[src/rtl/spi_ctl_pkg.sv]
package spi_ctl_pkg;
  localparam int ADDR_W  = 7;
  localparam int DATA_W  = 8;
  localparam int FRAME_W = 2 * DATA_W;
  localparam int NUM_CH  = 2;
  localparam int CH_BIT_STRIDE = 4;

  localparam logic [ADDR_W-1:0] ADR_ID0   = 7'h00;
  localparam logic [ADDR_W-1:0] ADR_ID1   = 7'h01;
  localparam logic [ADDR_W-1:0] ADR_SRST  = 7'h02;
  localparam logic [ADDR_W-1:0] ADR_PDN   = 7'h03;
  localparam logic [ADDR_W-1:0] ADR_CTL_BASE = 7'h04;

  localparam logic [DATA_W-1:0] ID0_VAL  = 8'hB3;
  localparam logic [DATA_W-1:0] ID1_VAL  = 8'h23;
  localparam logic [DATA_W-1:0] CTL0_DEF = 8'h20;
  localparam logic [DATA_W-1:0] CTL1_DEF = 8'h14;

  typedef struct packed {
    logic [DATA_W-1:0] ctl0;
    logic [DATA_W-1:0] ctl1;
  } chan_regs_t;
endpackage

[src/rtl/spi_pin_sync.sv]
module spi_pin_sync #(
  parameter int W = 3,
  parameter int STAGES = 2,
  parameter logic [W-1:0] RST_VAL = '0
) (
  input  logic         clk,
  input  logic         rst_n,
  input  logic [W-1:0] d,
  output logic [W-1:0] q
);
  logic [W-1:0] stg [STAGES];

  always_ff @(posedge clk or negedge rst_n) begin
    if (!rst_n) begin
      for (int i = 0; i < STAGES; i++) stg[i] <= RST_VAL;
    end else begin
      stg[0] <= d;
      for (int i = 1; i < STAGES; i++) stg[i] <= stg[i-1];
    end
  end

  assign q = stg[STAGES-1];
endmodule

[src/rtl/spi_frame_engine.sv]
module spi_frame_engine
  import spi_ctl_pkg::*;
(
  input  logic              clk,
  input  logic              rst_n,
  input  logic              cs_n_s,
  input  logic              sclk_s,
  input  logic              sdi_s,
  input  logic [DATA_W-1:0] rd_data,
  output logic [ADDR_W-1:0] rd_addr,
  output logic              cs_act,
  output logic              wr_en,
  output logic [ADDR_W-1:0] wr_addr,
  output logic [DATA_W-1:0] wr_data,
  output logic              sdo
);
  localparam int CNT_W = $clog2(FRAME_W);
  localparam logic [CNT_W-1:0] LAST_HDR = CNT_W'(DATA_W - 1);
  localparam logic [CNT_W-1:0] LAST_BIT = CNT_W'(FRAME_W - 1);

  logic              sclk_d;
  logic [CNT_W-1:0]  cnt_q, cnt_n;
  logic [FRAME_W-2:0] sh_q, sh_n;
  logic [DATA_W-1:0] hdr_q, hdr_n;
  logic              rd_q, rd_n;
  logic [DATA_W-1:0] tx_q, tx_n;
  logic              sdo_q, sdo_n;
  logic              wr_q, wr_n;
  logic [ADDR_W-1:0] wa_q, wa_n;
  logic [DATA_W-1:0] wd_q, wd_n;
  logic              rise, fall;

  assign cs_act  = ~cs_n_s;
  assign rise    = cs_act & sclk_s & ~sclk_d;
  assign fall    = cs_act & ~sclk_s & sclk_d;
  assign rd_addr = {sh_q[ADDR_W-2:0], sdi_s};

  always_comb begin
    cnt_n = cnt_q;
    sh_n  = sh_q;
    hdr_n = hdr_q;
    rd_n  = rd_q;
    tx_n  = tx_q;
    sdo_n = sdo_q;
    wr_n  = 1'b0;
    wa_n  = wa_q;
    wd_n  = wd_q;
    if (!cs_act) begin
      cnt_n = '0;
      rd_n  = 1'b0;
      sdo_n = 1'b0;
    end else if (rise) begin
      sh_n  = {sh_q[FRAME_W-3:0], sdi_s};
      cnt_n = (cnt_q == LAST_BIT) ? '0 : cnt_q + 1'b1;
      if (cnt_q == LAST_HDR) begin
        hdr_n = {sh_q[DATA_W-2:0], sdi_s};
        rd_n  = sh_q[DATA_W-2];
        tx_n  = rd_data;
      end
      if (cnt_q == LAST_BIT) begin
        wr_n = ~hdr_q[DATA_W-1];
        wa_n = hdr_q[ADDR_W-1:0];
        wd_n = {sh_q[DATA_W-2:0], sdi_s};
        rd_n = 1'b0;
      end
    end else if (fall) begin
      if (rd_q) begin
        sdo_n = tx_q[DATA_W-1];
        tx_n  = {tx_q[DATA_W-2:0], 1'b0};
      end else begin
        sdo_n = 1'b0;
      end
    end
  end

  always_ff @(posedge clk or negedge rst_n) begin
    if (!rst_n) begin
      sclk_d <= 1'b0;
      cnt_q  <= '0;
      sh_q   <= '0;
      hdr_q  <= '0;
      rd_q   <= 1'b0;
      tx_q   <= '0;
      sdo_q  <= 1'b0;
      wr_q   <= 1'b0;
      wa_q   <= '0;
      wd_q   <= '0;
    end else begin
      sclk_d <= sclk_s;
      cnt_q  <= cnt_n;
      sh_q   <= sh_n;
      hdr_q  <= hdr_n;
      rd_q   <= rd_n;
      tx_q   <= tx_n;
      sdo_q  <= sdo_n;
      wr_q   <= wr_n;
      wa_q   <= wa_n;
      wd_q   <= wd_n;
    end
  end

  assign wr_en   = wr_q;
  assign wr_addr = wa_q;
  assign wr_data = wd_q;
  assign sdo     = sdo_q;
endmodule

[src/rtl/spi_reg_bank.sv]
module spi_reg_bank
  import spi_ctl_pkg::*;
#(
  parameter int CHANNELS = NUM_CH
) (
  input  logic              clk,
  input  logic              rst_n,
  input  logic              wr_en,
  input  logic [ADDR_W-1:0] wr_addr,
  input  logic [DATA_W-1:0] wr_data,
  input  logic [ADDR_W-1:0] rd_addr,
  output logic [DATA_W-1:0] rd_data,
  output chan_regs_t        regs [CHANNELS],
  output logic [CHANNELS-1:0] pd_reg
);
  logic [DATA_W-1:0] ch_rd  [CHANNELS];
  logic [DATA_W-1:0] pd_img;

  for (genvar ch = 0; ch < CHANNELS; ch++) begin : g_ch
    localparam int BITPOS = ch * CH_BIT_STRIDE;
    localparam logic [ADDR_W-1:0] A0 = ADDR_W'(ADR_CTL_BASE + 2 * ch);
    localparam logic [ADDR_W-1:0] A1 = ADDR_W'(ADR_CTL_BASE + 2 * ch + 1);

    chan_regs_t q, n;
    logic pd_q, pd_n;

    always_comb begin
      n    = q;
      pd_n = pd_q;
      if (wr_en) begin
        if (wr_addr == ADR_SRST && wr_data[BITPOS]) begin
          n.ctl0 = CTL0_DEF;
          n.ctl1 = CTL1_DEF;
        end
        if (wr_addr == A0) n.ctl0 = wr_data;
        if (wr_addr == A1) n.ctl1 = wr_data;
        if (wr_addr == ADR_PDN) pd_n = wr_data[BITPOS];
      end
    end

    always_ff @(posedge clk or negedge rst_n) begin
      if (!rst_n) begin
        q.ctl0 <= CTL0_DEF;
        q.ctl1 <= CTL1_DEF;
        pd_q   <= 1'b0;
      end else begin
        q    <= n;
        pd_q <= pd_n;
      end
    end

    assign regs[ch]   = q;
    assign pd_reg[ch] = pd_q;
    assign ch_rd[ch]  = (rd_addr == A0) ? q.ctl0 :
                        (rd_addr == A1) ? q.ctl1 : '0;
  end

  always_comb begin
    pd_img = '0;
    for (int c = 0; c < CHANNELS; c++) pd_img[c*CH_BIT_STRIDE] = pd_reg[c];
  end

  always_comb begin
    rd_data = '0;
    for (int c = 0; c < CHANNELS; c++) rd_data = rd_data | ch_rd[c];
    case (rd_addr)
      ADR_ID0: rd_data = ID0_VAL;
      ADR_ID1: rd_data = ID1_VAL;
      ADR_PDN: rd_data = pd_img;
      default: ;
    endcase
  end
endmodule

[src/rtl/spi_dual_ctl.sv]
module spi_dual_ctl
  import spi_ctl_pkg::*;
#(
  parameter int SYNC_STAGES = 2
) (
  input  logic       clk,
  input  logic       rst_n,
  input  logic       cs_n,
  input  logic       sclk,
  input  logic       sdi,
  output logic       sdo,
  input  logic       pd_pin_a,
  input  logic       pd_pin_b,
  output logic       pd_a,
  output logic       pd_b,
  output logic [7:0] ctl_a0,
  output logic [7:0] ctl_a1,
  output logic [7:0] ctl_b0,
  output logic [7:0] ctl_b1
);
  logic [2:0]        pins_s;
  logic              cs_act;
  logic              wr_en;
  logic [ADDR_W-1:0] wr_addr, rd_addr;
  logic [DATA_W-1:0] wr_data, rd_data;
  chan_regs_t        regs [NUM_CH];
  logic [NUM_CH-1:0] pd_reg;

  spi_pin_sync #(.W(3), .STAGES(SYNC_STAGES), .RST_VAL(3'b100)) u_sync (
    .clk(clk), .rst_n(rst_n), .d({cs_n, sclk, sdi}), .q(pins_s)
  );

  spi_frame_engine u_eng (
    .clk(clk), .rst_n(rst_n),
    .cs_n_s(pins_s[2]), .sclk_s(pins_s[1]), .sdi_s(pins_s[0]),
    .rd_data(rd_data), .rd_addr(rd_addr), .cs_act(cs_act),
    .wr_en(wr_en), .wr_addr(wr_addr), .wr_data(wr_data), .sdo(sdo)
  );

  spi_reg_bank #(.CHANNELS(NUM_CH)) u_bank (
    .clk(clk), .rst_n(rst_n),
    .wr_en(wr_en), .wr_addr(wr_addr), .wr_data(wr_data),
    .rd_addr(rd_addr), .rd_data(rd_data), .regs(regs), .pd_reg(pd_reg)
  );

  assign pd_a   = pd_pin_a | pd_reg[0];
  assign pd_b   = pd_pin_b | pd_reg[1];
  assign ctl_a0 = regs[0].ctl0;
  assign ctl_a1 = regs[0].ctl1;
  assign ctl_b0 = regs[1].ctl0;
  assign ctl_b1 = regs[1].ctl1;
endmodule


[config.mk]
export PLATFORM = sky130hd
export DESIGN_NAME = spi_dual_ctl
export DESIGN_NICKNAME = d
export VERILOG_FILES = /design/src/rtl/spi_ctl_pkg.sv /design/src/rtl/spi_pin_sync.sv /design/src/rtl/spi_frame_engine.sv /design/src/rtl/spi_reg_bank.sv /design/src/rtl/spi_dual_ctl.sv
export SDC_FILE = /design/constraint.sdc
export NUM_CORES = 1
export LEC_CHECK = 0
export BUFFER_PORTS_ARGS = -buffer_cell sky130_fd_sc_hd__buf_2
export CAP_MARGIN = 0
export CELL_PAD_IN_SITES_DETAIL_PLACEMENT = 1
export CELL_PAD_IN_SITES_GLOBAL_PLACEMENT = 1
export CORE_MARGIN = 2
export CORE_UTILIZATION = 45
export CTS_CLUSTER_SIZE = 8
export DETAILED_ROUTE_END_ITERATION = 10
export PLACE_DENSITY = 0.78
export SETUP_SLACK_MARGIN = 0.1
export SYNTH_ARGS = -nofsm -noshare
export SYNTH_HDL_FRONTEND = slang
export SYNTH_SLANG_ARGS = --single-unit
[constraint.sdc]
create_clock -name clk -period 2.33 [get_ports clk]
set_input_delay 0 -clock clk [delete_from_list [all_inputs] [get_ports clk]]
set_output_delay 0 -clock clk [all_outputs]
set_load 0.005 [all_outputs]
==> report_table.html <==
<table>
<tr><th>Metric</th><th>Value</th></tr>
<tr><th colspan="2">Status</th></tr>
<tr><td>Status</td><td>finished clean</td></tr>
<tr><th colspan="2">Route</th></tr>
<tr><td>Routed WL per cell</td><td>20.5 um</td></tr>
<tr><td>M1 WL</td><td>4.17 mm</td></tr>
<tr><td>Routed length on met2</td><td>4.93 mm</td></tr>
<tr><td>Aggregate routed wire length</td><td>9.75 mm</td></tr>
<tr><td>Routed Antenna Nets</td><td>0</td></tr>
<tr><td>Router iterations before antenna repair</td><td>5</td></tr>
<tr><td>Total met3 wirelength after detailed routing</td><td>484 um</td></tr>
<tr><td>Number of DRC markers in iteration 0</td><td>105</td></tr>
<tr><td>Top layer used by detailed routing</td><td>met4</td></tr>
<tr><td>Vias/cell</td><td>5.82</td></tr>
<tr><td>DRC violation count after routing</td><td>0</td></tr>
<tr><td>Total number of vias</td><td>2764</td></tr>
<tr><th colspan="2">Timing</th></tr>
<tr><td>Fin crit share</td><td>0.899</td></tr>
<tr><td>Tightest Pin Transition</td><td>0.595 ns</td></tr>
<tr><td>Final hold viol count</td><td>0</td></tr>
<tr><td>Setup repair after global routing missed its margin</td><td>false</td></tr>
<tr><td>Tightest slew margin relative to the limit</td><td>0.604</td></tr>
<tr><td>Final total negative setup slack</td><td>0 ns</td></tr>
<tr><td>Fmax achieved</td><td>477 MHz</td></tr>
<tr><td>Number of setup violations in the final report</td><td>0</td></tr>
<tr><td>Final count of pins violating max slew</td><td>0</td></tr>
<tr><td>Worst Clk Skew</td><td>0.00933 ns</td></tr>
<tr><td>Final worst-path setup slack</td><td>0.236 ns</td></tr>
<tr><td>Min cycle time layout</td><td>2.09 ns</td></tr>
<tr><th colspan="2">Synthesis</th></tr>
<tr><td>Area share of the largest cell type after synthesis</td><td>0.522</td></tr>
<tr><td>Portion of netlist area occupied by mux cells</td><td>0.114</td></tr>
<tr><td>Total of flip-flops plus latches after synthesis</td><td>86</td></tr>
<tr><td>Largest family of logic cells by synthesized area</td><td>simple AND/OR/NAND/NOR gates</td></tr>
<tr><td>Total nets after synthesis</td><td>315</td></tr>
<tr><td>Compound-Gate Fraction of Synth Area</td><td>0.127</td></tr>
<tr><td>Unique masters post-synth</td><td>42</td></tr>
<tr><td>Total number of yosys warnings</td><td>0</td></tr>
<tr><td>Dominant cell type by area after synthesis</td><td>dfrtp_1</td></tr>
<tr><td>Adder-cell area share of the yosys netlist</td><td>0.00335</td></tr>
<tr><td>Simple-gate portion of the synthesized area</td><td>0.142</td></tr>
<tr><td>Synthesized instance count</td><td>307</td></tr>
<tr><td>Share of synthesized area occupied by flip-flops and latches</td><td>0.578</td></tr>
<tr><td>Mean area per synthesized cell</td><td>12.2 sq um</td></tr>
<tr><td>Main flop type after synthesis</td><td>dfrtp_1</td></tr>
<tr><td>Parity-gate share of the synthesized area counting xor and xnor cells</td><td>0.00234</td></tr>
<tr><td>Cell Area, Synth</td><td>0.00374 sq mm</td></tr>
<tr><td>Number of flops mapped to enable cells by yosys</td><td>0</td></tr>
<tr><td>Async SR Flop Fraction</td><td>1.00</td></tr>
<tr><td>Dominant cells by area after synthesis</td><td>dfrtp_1 (52%), a22o_1 (6.1%), dfstp_2 (5.6%)</td></tr>
<tr><th colspan="2">Placement</th></tr>
<tr><td>Sum of net half-perimeters after detailed placement</td><td>6.76 mm</td></tr>
<tr><td>Dpl ws</td><td>0.288 ns</td></tr>
<tr><td>Gp weighted congestion</td><td>0.761</td></tr>
<tr><td>Placed cells</td><td>455</td></tr>
<tr><td>Number of buffers added on ports</td><td>41</td></tr>
<tr><td>Instance area at placement</td><td>0.00411 sq mm</td></tr>
<tr><th colspan="2">Global route</th></tr>
<tr><td>GRT Resource Usage Total</td><td>0.234</td></tr>
<tr><td>Global-route wire length before repair</td><td>15.6 mm</td></tr>
<tr><td>Antenna violations before repair</td><td>0</td></tr>
<tr><td>Pin count of the biggest net entering global routing</td><td>46</td></tr>
<tr><td>Vias in the first global route</td><td>2857</td></tr>
<tr><td>Sum of overflow across all layers after global routing</td><td>0</td></tr>
<tr><th colspan="2">Worst setup path</th></tr>
<tr><td>Slowest cell on the critical path</td><td>or3b_1</td></tr>
<tr><td>R2r endpoint</td><td>u_eng.tx_q[5]</td></tr>
<tr><td>Critical path's top delay family</td><td>simple AND/OR/NAND/NOR gates</td></tr>
<tr><td>Buffering stage count on the worst path with inverters included</td><td>1</td></tr>
<tr><td>Critical path type</td><td>register to register</td></tr>
<tr><td>CP Data Required Time</td><td>2.62 ns</td></tr>
<tr><td>Cell breakdown of the critical path</td><td>or3b_1, buf_4, nor3_1, o221ai_1, a21oi_1</td></tr>
<tr><td>Startpoint class of the critical path</td><td>register</td></tr>
<tr><td>Data arrival time of the critical path</td><td>2.38 ns</td></tr>
<tr><td>Reg-to-reg slack, setup</td><td>0.24 ns</td></tr>
<tr><td>Stage delay of the slowest cell on the critical path</td><td>0.53 ns</td></tr>
<tr><td>Capturing element type of the critical path</td><td>register</td></tr>
<tr><td>Worst reg2reg path startpoint</td><td>u_eng.sclk_d</td></tr>
<tr><td>Depth of the most critical reg-to-reg path</td><td>5</td></tr>
<tr><td>Critical-path maximum fanout</td><td>16</td></tr>
<tr><th colspan="2">Floorplanning</th></tr>
<tr><td>Std-Cell Core Area</td><td>0.00813 sq mm</td></tr>
<tr><td>X dimension of the die</td><td>95.2 um</td></tr>
<tr><td>Count of pins on the block boundary</td><td>42</td></tr>
<tr><td>Effective utilization at floorplan</td><td>0.460</td></tr>
<tr><td>Cell row count</td><td>33</td></tr>
<tr><td>Die area</td><td>0.00906 sq mm</td></tr>
<tr><td>Die Height</td><td>95.2 um</td></tr>
<tr><th colspan="2">Clock network</th></tr>
<tr><td>Clock H-tree levels</td><td>3</td></tr>
<tr><td>Clock sink count</td><td>86</td></tr>
<tr><td>Buffer cell driving the clock tree root</td><td>clkbuf_8</td></tr>
<tr><td>Post-CTS Setup Bufs</td><td>0</td></tr>
<tr><td>Maximum buffer depth of the clock tree</td><td>2</td></tr>
<tr><td>Clock network latency to the later pin of the worst-skew pair</td><td>0.36 ns</td></tr>
<tr><td>Clock tree from TritonCTS</td><td>built</td></tr>
<tr><td>Post-cts repair resize count</td><td>0</td></tr>
<tr><td>Clk pin slew, worst setup/hold paths</td><td>0.09 ns</td></tr>
<tr><td>Total clock buffers created by CTS</td><td>9</td></tr>
<tr><th colspan="2">Pwr</th></tr>
<tr><td>Reported leakage power</td><td>0.00215 uW</td></tr>
<tr><td>Highest ir drop seen on vdd</td><td>336 uV</td></tr>
<tr><td>Total chip power</td><td>3070 uW</td></tr>
<tr><td>Power density of the placed cells</td><td>698 mW/mm^2</td></tr>
<tr><th colspan="2">Layout</th></tr>
<tr><td>Layout cells sized above 1</td><td>0.319</td></tr>
<tr><td>Nets</td><td>373</td></tr>
<tr><td>Layout-stage area growth over the synthesis result</td><td>17.5%</td></tr>
<tr><td>Post-route non-filler standard cell count</td><td>475</td></tr>
<tr><td>Layout fillers</td><td>849</td></tr>
<tr><td>Area of all placed cells without fillers</td><td>0.00439 sq mm</td></tr>
<tr><td>Number of antenna diodes</td><td>0</td></tr>
<tr><th colspan="2">Run</th></tr>
<tr><td>Max-Cap Viols</td><td>0</td></tr>
<tr><th colspan="2">Min path</th></tr>
<tr><td>Classification of the worst-slack hold path</td><td>input pin to async pin</td></tr>
</table>
per-stage QoR:
stage / util / hold slack, ns
after floorplan: - / -0.296
final: 0.540 / 0.188
after global placement: 0.505 / 0.0370
after CTS: 0.540 / 0.192
after detailed placement: 0.505 / 0.0431
after global routing: 0.540 / 0.210
timing repair:
item                                   4_1_cts  5_1_grt
hold buffers                                 4        0
endpoints found under the hold margin       42        0
setup endpoints to repair                    0        0
Yosys cell counts, types with 2 or more instances:
library cell  instances
a21oi_1              16
or2_2                 3
buf_6                 4
mux2_2               18
a22o_1               26
nor3_1                8
nand3_1               9
nor3b_1               3
mux2i_1               2
or4_1                 2
clkbuf_1              7
o221ai_1              2
nand2_1              40
inv_1                12
nand4b_1              2
buf_2                 2
nand2b_1              6
mux4_2                5
o211ai_1              2
or3_1                 4
mux2_4                6
a22oi_1               6
dfrtp_1              78
nor3b_2               2
dfstp_2               8
nor2b_1               4
nor2_1                8
o21ai_0               8
layer usage:
layer,vias up,GRT usage
met5,-,0
met4,0,0.0845
met3,16,0.0561
met2,78,0.369
met1,1445,0.318
li1,1225,-
final cells by class:
type / count / area [sq um] / area share
Clock buffer: 9 / 124 / 0.0282
Clock inverter: 7 / 120 / 0.0273
Inverter: 12 / 45.0 / 0.0103
Multi-Input combinational cell: 196 / 1450 / 0.330
Sequential cell: 86 / 2160 / 0.492
Tap cell: 105 / 131 / 0.0299
Timing Repair Buffer: 60 / 360 / 0.0820
power by group:
group	switching (uW)	internal (uW)
sequential	84.1	1530
clock	550	718
combinational	110	77.2
total	745	2320
worst max-delay path by stage:
stage	slack, ns	startpoint	end	cells after the start
after floorplan	0.53	u_sync.q[2]	u_eng.hdr_q[2]	6
after CTS	0.24	u_eng.sclk_d	u_eng.tx_q[5]	5
after global routing	0.11	u_eng.sclk_d	u_eng.tx_q[5]	5
after global placement	0.35	u_eng.sclk_d	u_eng.hdr_q[0]	3
final	0.24	u_eng.sclk_d	u_eng.tx_q[5]	5
after detailed placement	0.29	u_eng.sclk_d	u_eng.hdr_q[1]	3
cell usage in the layout (no fill, tap or decap), types with 8 or more instances in the layout:
| master | synthesis | routed |
|---|---|---|
| dfrtp_1 | 78 | 78 |
| nand2_1 | 40 | 40 |
| buf_2 | 2 | 40 |
| a22o_1 | 26 | 26 |
| mux2_2 | 18 | 18 |
| a21oi_1 | 16 | 16 |
| buf_4 | 0 | 16 |
| inv_1 | 12 | 12 |
| nand3_1 | 9 | 9 |
| clkbuf_8 | 0 | 9 |
| nor3_1 | 8 | 8 |
| o21ai_0 | 8 | 8 |
| nor2_1 | 8 | 8 |
| dfstp_2 | 8 | 8 |
flip-flops by register name, summed over array words and instances, names as in the netlist:
name,count
u_bank.g_ch.pd_q,2
u_eng.hdr_q,8
u_eng.sclk_d,1
u_eng.rd_q,1
u_eng.wr_data,8
u_eng.sdo,1
u_bank.regs,32
u_sync.stg,3
u_eng.sh_q,7
u_eng.cnt_q,4
u_eng.wr_addr,7
u_sync.q,3
u_eng.tx_q,8
u_eng.wr_en,1
cell families after synthesis:
family | after synthesis
AOI/OAI and AO/OA | 65
xor gates and xnor gates | 1
adders and majority gates | 1
buffers and inverters | 25
DFF | 86
muxes | 31
and+or+nand+nor | 98
No activity file was read; power rests on OpenSTA's default activity.
